`src/rtl/icap_pkg.sv`:
```
package icap_pkg;
   typedef enum logic {
      EDGE_FALL = 1'b0,
      EDGE_RISE = 1'b1
   } edge_pol_e;

   localparam int unsigned SYNC_STAGES_DEF = 2;
   localparam int unsigned FILT_LEN_DEF    = 4;
endpackage

```
`src/rtl/icap_sync.sv`:
```
module icap_sync #(
   parameter int unsigned STAGES = 2
) (
   input  logic clk,
   input  logic rst_n,
   input  logic d_i,
   output logic q_o
);
   if (STAGES < 2) begin : g_bad_stages
      $error("icap_sync: STAGES must be at least 2");
   end

   logic [STAGES-1:0] chain_q;

   always_ff @(posedge clk or negedge rst_n) begin
      if (!rst_n) chain_q <= '0;
      else        chain_q <= {chain_q[STAGES-2:0], d_i};
   end

   assign q_o = chain_q[STAGES-1];
endmodule

```
`src/rtl/icap_filter.sv`:
```
module icap_filter #(
   parameter int unsigned LEN = 4
) (
   input  logic clk,
   input  logic rst_n,
   input  logic d_i,
   output logic q_o
);
   localparam int unsigned HIST_W = LEN - 1;

   if (LEN < 2) begin : g_bad_len
      $error("icap_filter: LEN must be at least 2");
   end

   logic [HIST_W-1:0] hist_q;
   logic              agree;
   logic              lvl_q;

   if (HIST_W == 1) begin : g_hist_one
      always_ff @(posedge clk or negedge rst_n) begin
         if (!rst_n) hist_q <= '0;
         else        hist_q <= d_i;
      end
   end else begin : g_hist_shift
      always_ff @(posedge clk or negedge rst_n) begin
         if (!rst_n) hist_q <= '0;
         else        hist_q <= {hist_q[HIST_W-2:0], d_i};
      end
   end

   assign agree = (hist_q == {HIST_W{d_i}});

   always_ff @(posedge clk or negedge rst_n) begin
      if (!rst_n)     lvl_q <= 1'b0;
      else if (agree) lvl_q <= d_i;
   end

   assign q_o = lvl_q;
endmodule

```
`src/rtl/icap_edge.sv`:
```
module icap_edge
   import icap_pkg::*;
(
   input  logic      clk,
   input  logic      rst_n,
   input  logic      lvl_i,
   input  edge_pol_e pol_i,
   output logic      hit_o
);
   logic prev_q;

   always_ff @(posedge clk or negedge rst_n) begin
      if (!rst_n) prev_q <= 1'b0;
      else        prev_q <= lvl_i;
   end

   always_comb begin
      unique case (pol_i)
         EDGE_RISE: hit_o = lvl_i & ~prev_q;
         default:   hit_o = ~lvl_i & prev_q;
      endcase
   end
endmodule

```
`src/rtl/icap_unit.sv`:
```
module icap_unit
   import icap_pkg::*;
#(
   parameter int unsigned CNT_W       = 16,
   parameter int unsigned SYNC_STAGES = SYNC_STAGES_DEF,
   parameter int unsigned FILT_LEN    = FILT_LEN_DEF
) (
   input  logic             clk,
   input  logic             rst_n,
   input  logic             pin_i,
   input  logic [CNT_W-1:0] count_i,
   input  logic             filt_en_i,
   input  logic             edge_rise_i,
   input  logic             irq_en_i,
   input  logic             flag_clr_i,
   input  logic             cap_block_i,
   output logic [CNT_W-1:0] cap_value_o,
   output logic             cap_flag_o,
   output logic             irq_o
);
   if (CNT_W < 1) begin : g_bad_width
      $error("icap_unit: CNT_W must be at least 1");
   end

   logic sync_lvl;
   logic filt_lvl;
   logic det_lvl;
   logic edge_hit;
   logic cap_evt;

   logic [CNT_W-1:0] value_q;
   logic             flag_q;

   icap_sync #(.STAGES(SYNC_STAGES)) u_sync (
      .clk   (clk),
      .rst_n (rst_n),
      .d_i   (pin_i),
      .q_o   (sync_lvl)
   );

   icap_filter #(.LEN(FILT_LEN)) u_filter (
      .clk   (clk),
      .rst_n (rst_n),
      .d_i   (sync_lvl),
      .q_o   (filt_lvl)
   );

   assign det_lvl = filt_en_i ? filt_lvl : sync_lvl;

   icap_edge u_edge (
      .clk   (clk),
      .rst_n (rst_n),
      .lvl_i (det_lvl),
      .pol_i (edge_pol_e'(edge_rise_i)),
      .hit_o (edge_hit)
   );

   assign cap_evt = edge_hit & ~cap_block_i;

   always_ff @(posedge clk or negedge rst_n) begin
      if (!rst_n)       value_q <= '0;
      else if (cap_evt) value_q <= count_i;
   end

   always_ff @(posedge clk or negedge rst_n) begin
      if (!rst_n)          flag_q <= 1'b0;
      else if (cap_evt)    flag_q <= 1'b1;
      else if (flag_clr_i) flag_q <= 1'b0;
   end

   assign cap_value_o = value_q;
   assign cap_flag_o  = flag_q;
   assign irq_o       = flag_q & irq_en_i;
endmodule

```
`config.mk`:
```
export PLATFORM = sky130hd
export DESIGN_NAME = icap_unit
export DESIGN_NICKNAME = d
export VERILOG_FILES = /design/src/rtl/icap_pkg.sv /design/src/rtl/icap_sync.sv /design/src/rtl/icap_filter.sv /design/src/rtl/icap_edge.sv /design/src/rtl/icap_unit.sv
export SDC_FILE = /design/constraint.sdc
export NUM_CORES = 1
export LEC_CHECK = 0
export ABC_AREA = 1
export BUFFER_PORTS_ARGS = -buffer_cell sky130_fd_sc_hd__buf_4
export CAP_MARGIN = 20
export CORE_MARGIN = 1
export CORE_UTILIZATION = 45
export DETAILED_ROUTE_END_ITERATION = 7
export PLACE_DENSITY = 0.75
export SLEW_MARGIN = 20
export SYNTH_ARGS = -nofsm -noshare
export SYNTH_HDL_FRONTEND = slang
export SYNTH_SLANG_ARGS = --single-unit
export TNS_END_PERCENT = 100
```
`constraint.sdc`:
```
create_clock -name clk -period 1.9 [get_ports clk]
set_input_delay 0.095 -clock clk [delete_from_list [all_inputs] [get_ports clk]]
set_output_delay 0.095 -clock clk [all_outputs]
set_load 0.01 [all_outputs]
```
==> flow_summary.html <==
<table>
<tr><th>Metric</th><th>Value</th></tr>
<tr><th colspan="2">Outcome</th></tr>
<tr><td>Outcome</td><td>finished clean</td></tr>
<tr><th colspan="2">Setup path</th></tr>
<tr><td>Sort of element at the start of the critical path</td><td>register</td></tr>
<tr><td>Crit-path cells</td><td>nand2_2, nand3_2, nand3_4, o21ai_0</td></tr>
<tr><td>Worst-path fanout max</td><td>17</td></tr>
<tr><td>Gate family responsible for the most delay along the worst path</td><td>simple AND/OR/NAND/NOR gates</td></tr>
<tr><td>Required time of the critical path</td><td>2080 ps</td></tr>
<tr><td>Crit-path max cell delay</td><td>420 ps</td></tr>
<tr><td>Kind of critical path</td><td>register to register</td></tr>
<tr><td>Slowest cell on crit path</td><td>dfrtp_1</td></tr>
<tr><td>Endpoint type of the worst setup path</td><td>register</td></tr>
<tr><td>Reg-to-reg setup timing slack</td><td>500 ps</td></tr>
<tr><td>Bufs and invs on worst path</td><td>0</td></tr>
<tr><td>Crit path DAT</td><td>1580 ps</td></tr>
<tr><th colspan="2">Floorplan</th></tr>
<tr><td>Die width</td><td>approximately 48 um</td></tr>
<tr><td>Site Rows</td><td>16</td></tr>
<tr><td>Io pins</td><td>42</td></tr>
<tr><td>Die Y</td><td>slightly below 50 um</td></tr>
<tr><td>Initial core utilization</td><td>48.4%</td></tr>
<tr><td>Total die area</td><td>0.00234 mm^2</td></tr>
<tr><td>Core Area</td><td>approximately 0.002 mm^2</td></tr>
<tr><th colspan="2">Placement</th></tr>
<tr><td>Final HPWL from detailed placement</td><td>1.39 mm</td></tr>
<tr><td>Routability congestion estimate</td><td>0.761</td></tr>
<tr><td># port buffers</td><td>41</td></tr>
<tr><th colspan="2">Pwr</th></tr>
<tr><td>P per Cell Area</td><td>977 mW/mm^2</td></tr>
<tr><td>Power consumption</td><td>between 1 and 1.5 mW</td></tr>
<tr><td>Worst voltage drop across the vdd grid</td><td>611 uV</td></tr>
<tr><td>Leak pwr</td><td>0.738 nW</td></tr>
<tr><th colspan="2">Timing</th></tr>
<tr><td>Count of final max-slew check failures</td><td>0</td></tr>
<tr><td>Worst hold slack</td><td>43.6 ps</td></tr>
<tr><td>Share of the cycle needed by the critical path after routing</td><td>73.5%</td></tr>
<tr><td>Maximum frequency from static timing analysis</td><td>around 0.72 GHz</td></tr>
<tr><td>Number of setup violations in the final report</td><td>0</td></tr>
<tr><td>Worst-case headroom to the max-slew limit</td><td>69.3%</td></tr>
<tr><td>Total negative setup slack</td><td>0 ps</td></tr>
<tr><td>Transition time at the pin with the least slew margin</td><td>458 ps</td></tr>
<tr><td>RSZ-0062 raised after global routing</td><td>false</td></tr>
<tr><td>Post-layout minimum cycle time</td><td>roughly 1400 ps</td></tr>
<tr><td>Final hold violations</td><td>0</td></tr>
<tr><td>Layout Skew</td><td>0.941 ps</td></tr>
<tr><th colspan="2">GRT</th></tr>
<tr><td>Largest net degree at the start of global routing</td><td>25</td></tr>
<tr><td>Number of antenna violations at the first check in global routing</td><td>0</td></tr>
<tr><td>Number of global-route vias before repair</td><td>751</td></tr>
<tr><td>Overflow left after global routing</td><td>0</td></tr>
<tr><td>Global-route wire length before repair</td><td>approximately 3.3 mm</td></tr>
<tr><td>Total routing usage reported by global routing</td><td>between 10% and 20%</td></tr>
<tr><th colspan="2">Clock tree</th></tr>
<tr><td>Maximum root-to-sink buffer count</td><td>2</td></tr>
<tr><td>TritonCTS clock tree</td><td>done</td></tr>
<tr><td>CTS H-tree depth</td><td>1</td></tr>
<tr><td>Clock sink total</td><td>24</td></tr>
<tr><td>Clock tree root buffer cell</td><td>clkbuf_4</td></tr>
<tr><td>Clk pin slew, worst setup/hold paths</td><td>120 ps</td></tr>
<tr><td>Clock insertion delay at the later pin of the skew report</td><td>around 300 ps</td></tr>
<tr><td>Post-CTS Setup Bufs</td><td>0</td></tr>
<tr><td>Number of buffers created by CTS</td><td>3</td></tr>
<tr><th colspan="2">Layout</th></tr>
<tr><td>Total Nets Final</td><td>167</td></tr>
<tr><td>Ratio of cells with drive above 1 in the final layout</td><td>35.2%</td></tr>
<tr><td>Antenna Cells</td><td>0</td></tr>
<tr><td>Area growth from synthesis to final layout</td><td>39.3%</td></tr>
<tr><td>Filler Cells Inserted</td><td>185</td></tr>
<tr><th colspan="2">Drt</th></tr>
<tr><td>Routed wire length per instance</td><td>~11 um</td></tr>
<tr><td>Iteration-0 DRC Markers</td><td>8</td></tr>
<tr><td>Total routed wirelength</td><td>1.91 mm</td></tr>
<tr><td>Initial DRT Pass Iterations</td><td>4</td></tr>
<tr><td>Post-DR vias/cell</td><td>4.79</td></tr>
<tr><td>Number of vias in the routed layout</td><td>809</td></tr>
<tr><td>Number of remaining DRC errors</td><td>0</td></tr>
<tr><td>Final antenna-violating net count</td><td>0</td></tr>
<tr><th colspan="2">Logic synthesis</th></tr>
<tr><td>Most repeated cell in the gate-level netlist after synthesis</td><td>nand2_1</td></tr>
<tr><td>Mean cell area of the mapped netlist</td><td>9.88 um^2</td></tr>
<tr><td>Largest cells by area after synthesis</td><td>dfrtp_1 (62%), nand2_1 (15%), nand4_1 (10%), inv_1 (2.3%), nand3_4 (1.8%)</td></tr>
<tr><td>Sequential area share after synthesis</td><td>62.0%</td></tr>
<tr><td>Dominant cell type by area after synthesis</td><td>dfrtp_1</td></tr>
<tr><td>Flip-flop and latch count after synthesis</td><td>24</td></tr>
<tr><td>Prevailing post-synth register cell</td><td>dfrtp_1</td></tr>
<tr><td>Most common library cells after synthesis</td><td>nand2_1 (38), dfrtp_1 (24), nand4_1 (16), inv_1 (6)</td></tr>
<tr><td>Portion of synthesized cell area occupied by the leading cell type</td><td>62.0%</td></tr>
<tr><td>Async set-reset flop share out of synthesis</td><td>100%</td></tr>
<tr><td>Netlist area before placement</td><td>968 um^2</td></tr>
<tr><td>Post-Synthesis Net Count</td><td>122</td></tr>
<tr><td>Number of warnings reported in the yosys synthesis log</td><td>0</td></tr>
<tr><td>Number of flops mapped to enable cells by yosys</td><td>0</td></tr>
<tr><td>Count of cell types in the netlist</td><td>16</td></tr>
<tr><td>Cell count after synthesis</td><td>98</td></tr>
<tr><th colspan="2">Min path</th></tr>
<tr><td>Worst Hold Class</td><td>input port to register</td></tr>
<tr><th colspan="2">Flow run</th></tr>
<tr><td>Max-cap viol count</td><td>0</td></tr>
</table>
## through the flow
step	utilization [%]	cells	instance area, um^2	worst slack (ps)
detailed placement	64.1	162	1280	545
floorplan	-	98	968	817
CTS	67.4	169	1350	514
global placement	64.1	162	1280	577
finish	67.4	169	1350	504
global route	67.4	169	1350	415
## flip-flops by register name (all words and copies together) (netlist names)
signal,flops
cap_value_o,16
u_filter.q_o,1
u_sync.chain_q,2
u_filter.hist_q,3
u_edge.prev_q,1
cap_flag_o,1
## path summary, 6_finish.rpt
| kind | end | cells past startpoint | start |
|---|---|---|---|
| hold / removal | cap_value_o[9]$_DFFE_PN0P_ | 3 | count_i[9] |
| hold reg to reg | u_sync.chain_q[1]$_DFF_PN0_ | 0 | u_sync.chain_q[0]$_DFF_PN0_ |
| setup reg to reg | cap_flag_o$_DFFE_PN0P_ | 4 | u_sync.chain_q[1]$_DFF_PN0_ |
| min in group asynchronous | u_filter.hist_q[1]$_DFF_PN0_ | 2 | rst_n |
| setup / recovery | cap_flag_o$_DFFE_PN0P_ | 4 | u_sync.chain_q[1]$_DFF_PN0_ |
| max in group asynchronous | cap_value_o[1]$_DFFE_PN0P_ | 2 | rst_n |
## area by class of cell
type                            instances  area [um^2]  share of cell area [%]
Clock buffer                            4         36.3                    2.69
Inverter                                7         26.3                    1.95
Multi-Input combinational cell         63          314                    23.3
Sequential cell                        24          601                    44.5
Tap cell                               27         33.8                    2.50
Timing Repair Buffer                   44          338                    25.0
## routing by layer
layer	share of wire (%)	wire length, um	global-route usage (%)	vias to the layer above
li1	-	-	-	412
met4	1.2	23	8.82	0
met1	45	862	23.7	372
met5	0	0	0	-
met3	5.0	96	2.20	2
met2	49	927	29.3	23
## worst reg2reg max path, stage by stage (launching register included)
cell and delay, ps:
dfrtp_1 420, nand2_2 100, nand3_2 310, nand3_4 320
o21ai_0 130
## layout by cell type, fill, tap and decap left out
master and instances:
dfrtp_1 24, buf_4 41, nand4_1 16, nand3_1 1, nand2_4 1, clkbuf_4 3, clkbuf_8 1, nand2_2 2
clkinv_1 1, nor3_1 1, o21ai_0 2, nand3_2 1, nand3_4 1, nand2_1 38, inv_1 6, dlygate4sd3_1 3
## power by group
| part | internal, mW | leakage, nW | switching (mW) |
|---|---|---|---|
| Clock | 0.117 | 0.0210 | 0.139 |
| Sequential | 0.614 | 0.291 | 0.0577 |
| Combinational | 0.199 | 0.426 | 0.191 |
| Total | 0.929 | 0.738 | 0.388 |
## repair_timing
action                                 4_1_cts  5_1_grt
endpoints found under the hold margin       26        0
gates resized for setup                      0        0
hold buffers                                 3        0
## kinds of logic after synthesis
family | share of synthesized area [%]
AND/OR/NAND/NOR | 31.4
AO/OA/AOI/OAI | 1.03
buffers and inverters | 5.55
flip-flops | 62.0
(Power assumes the default switching activity.)
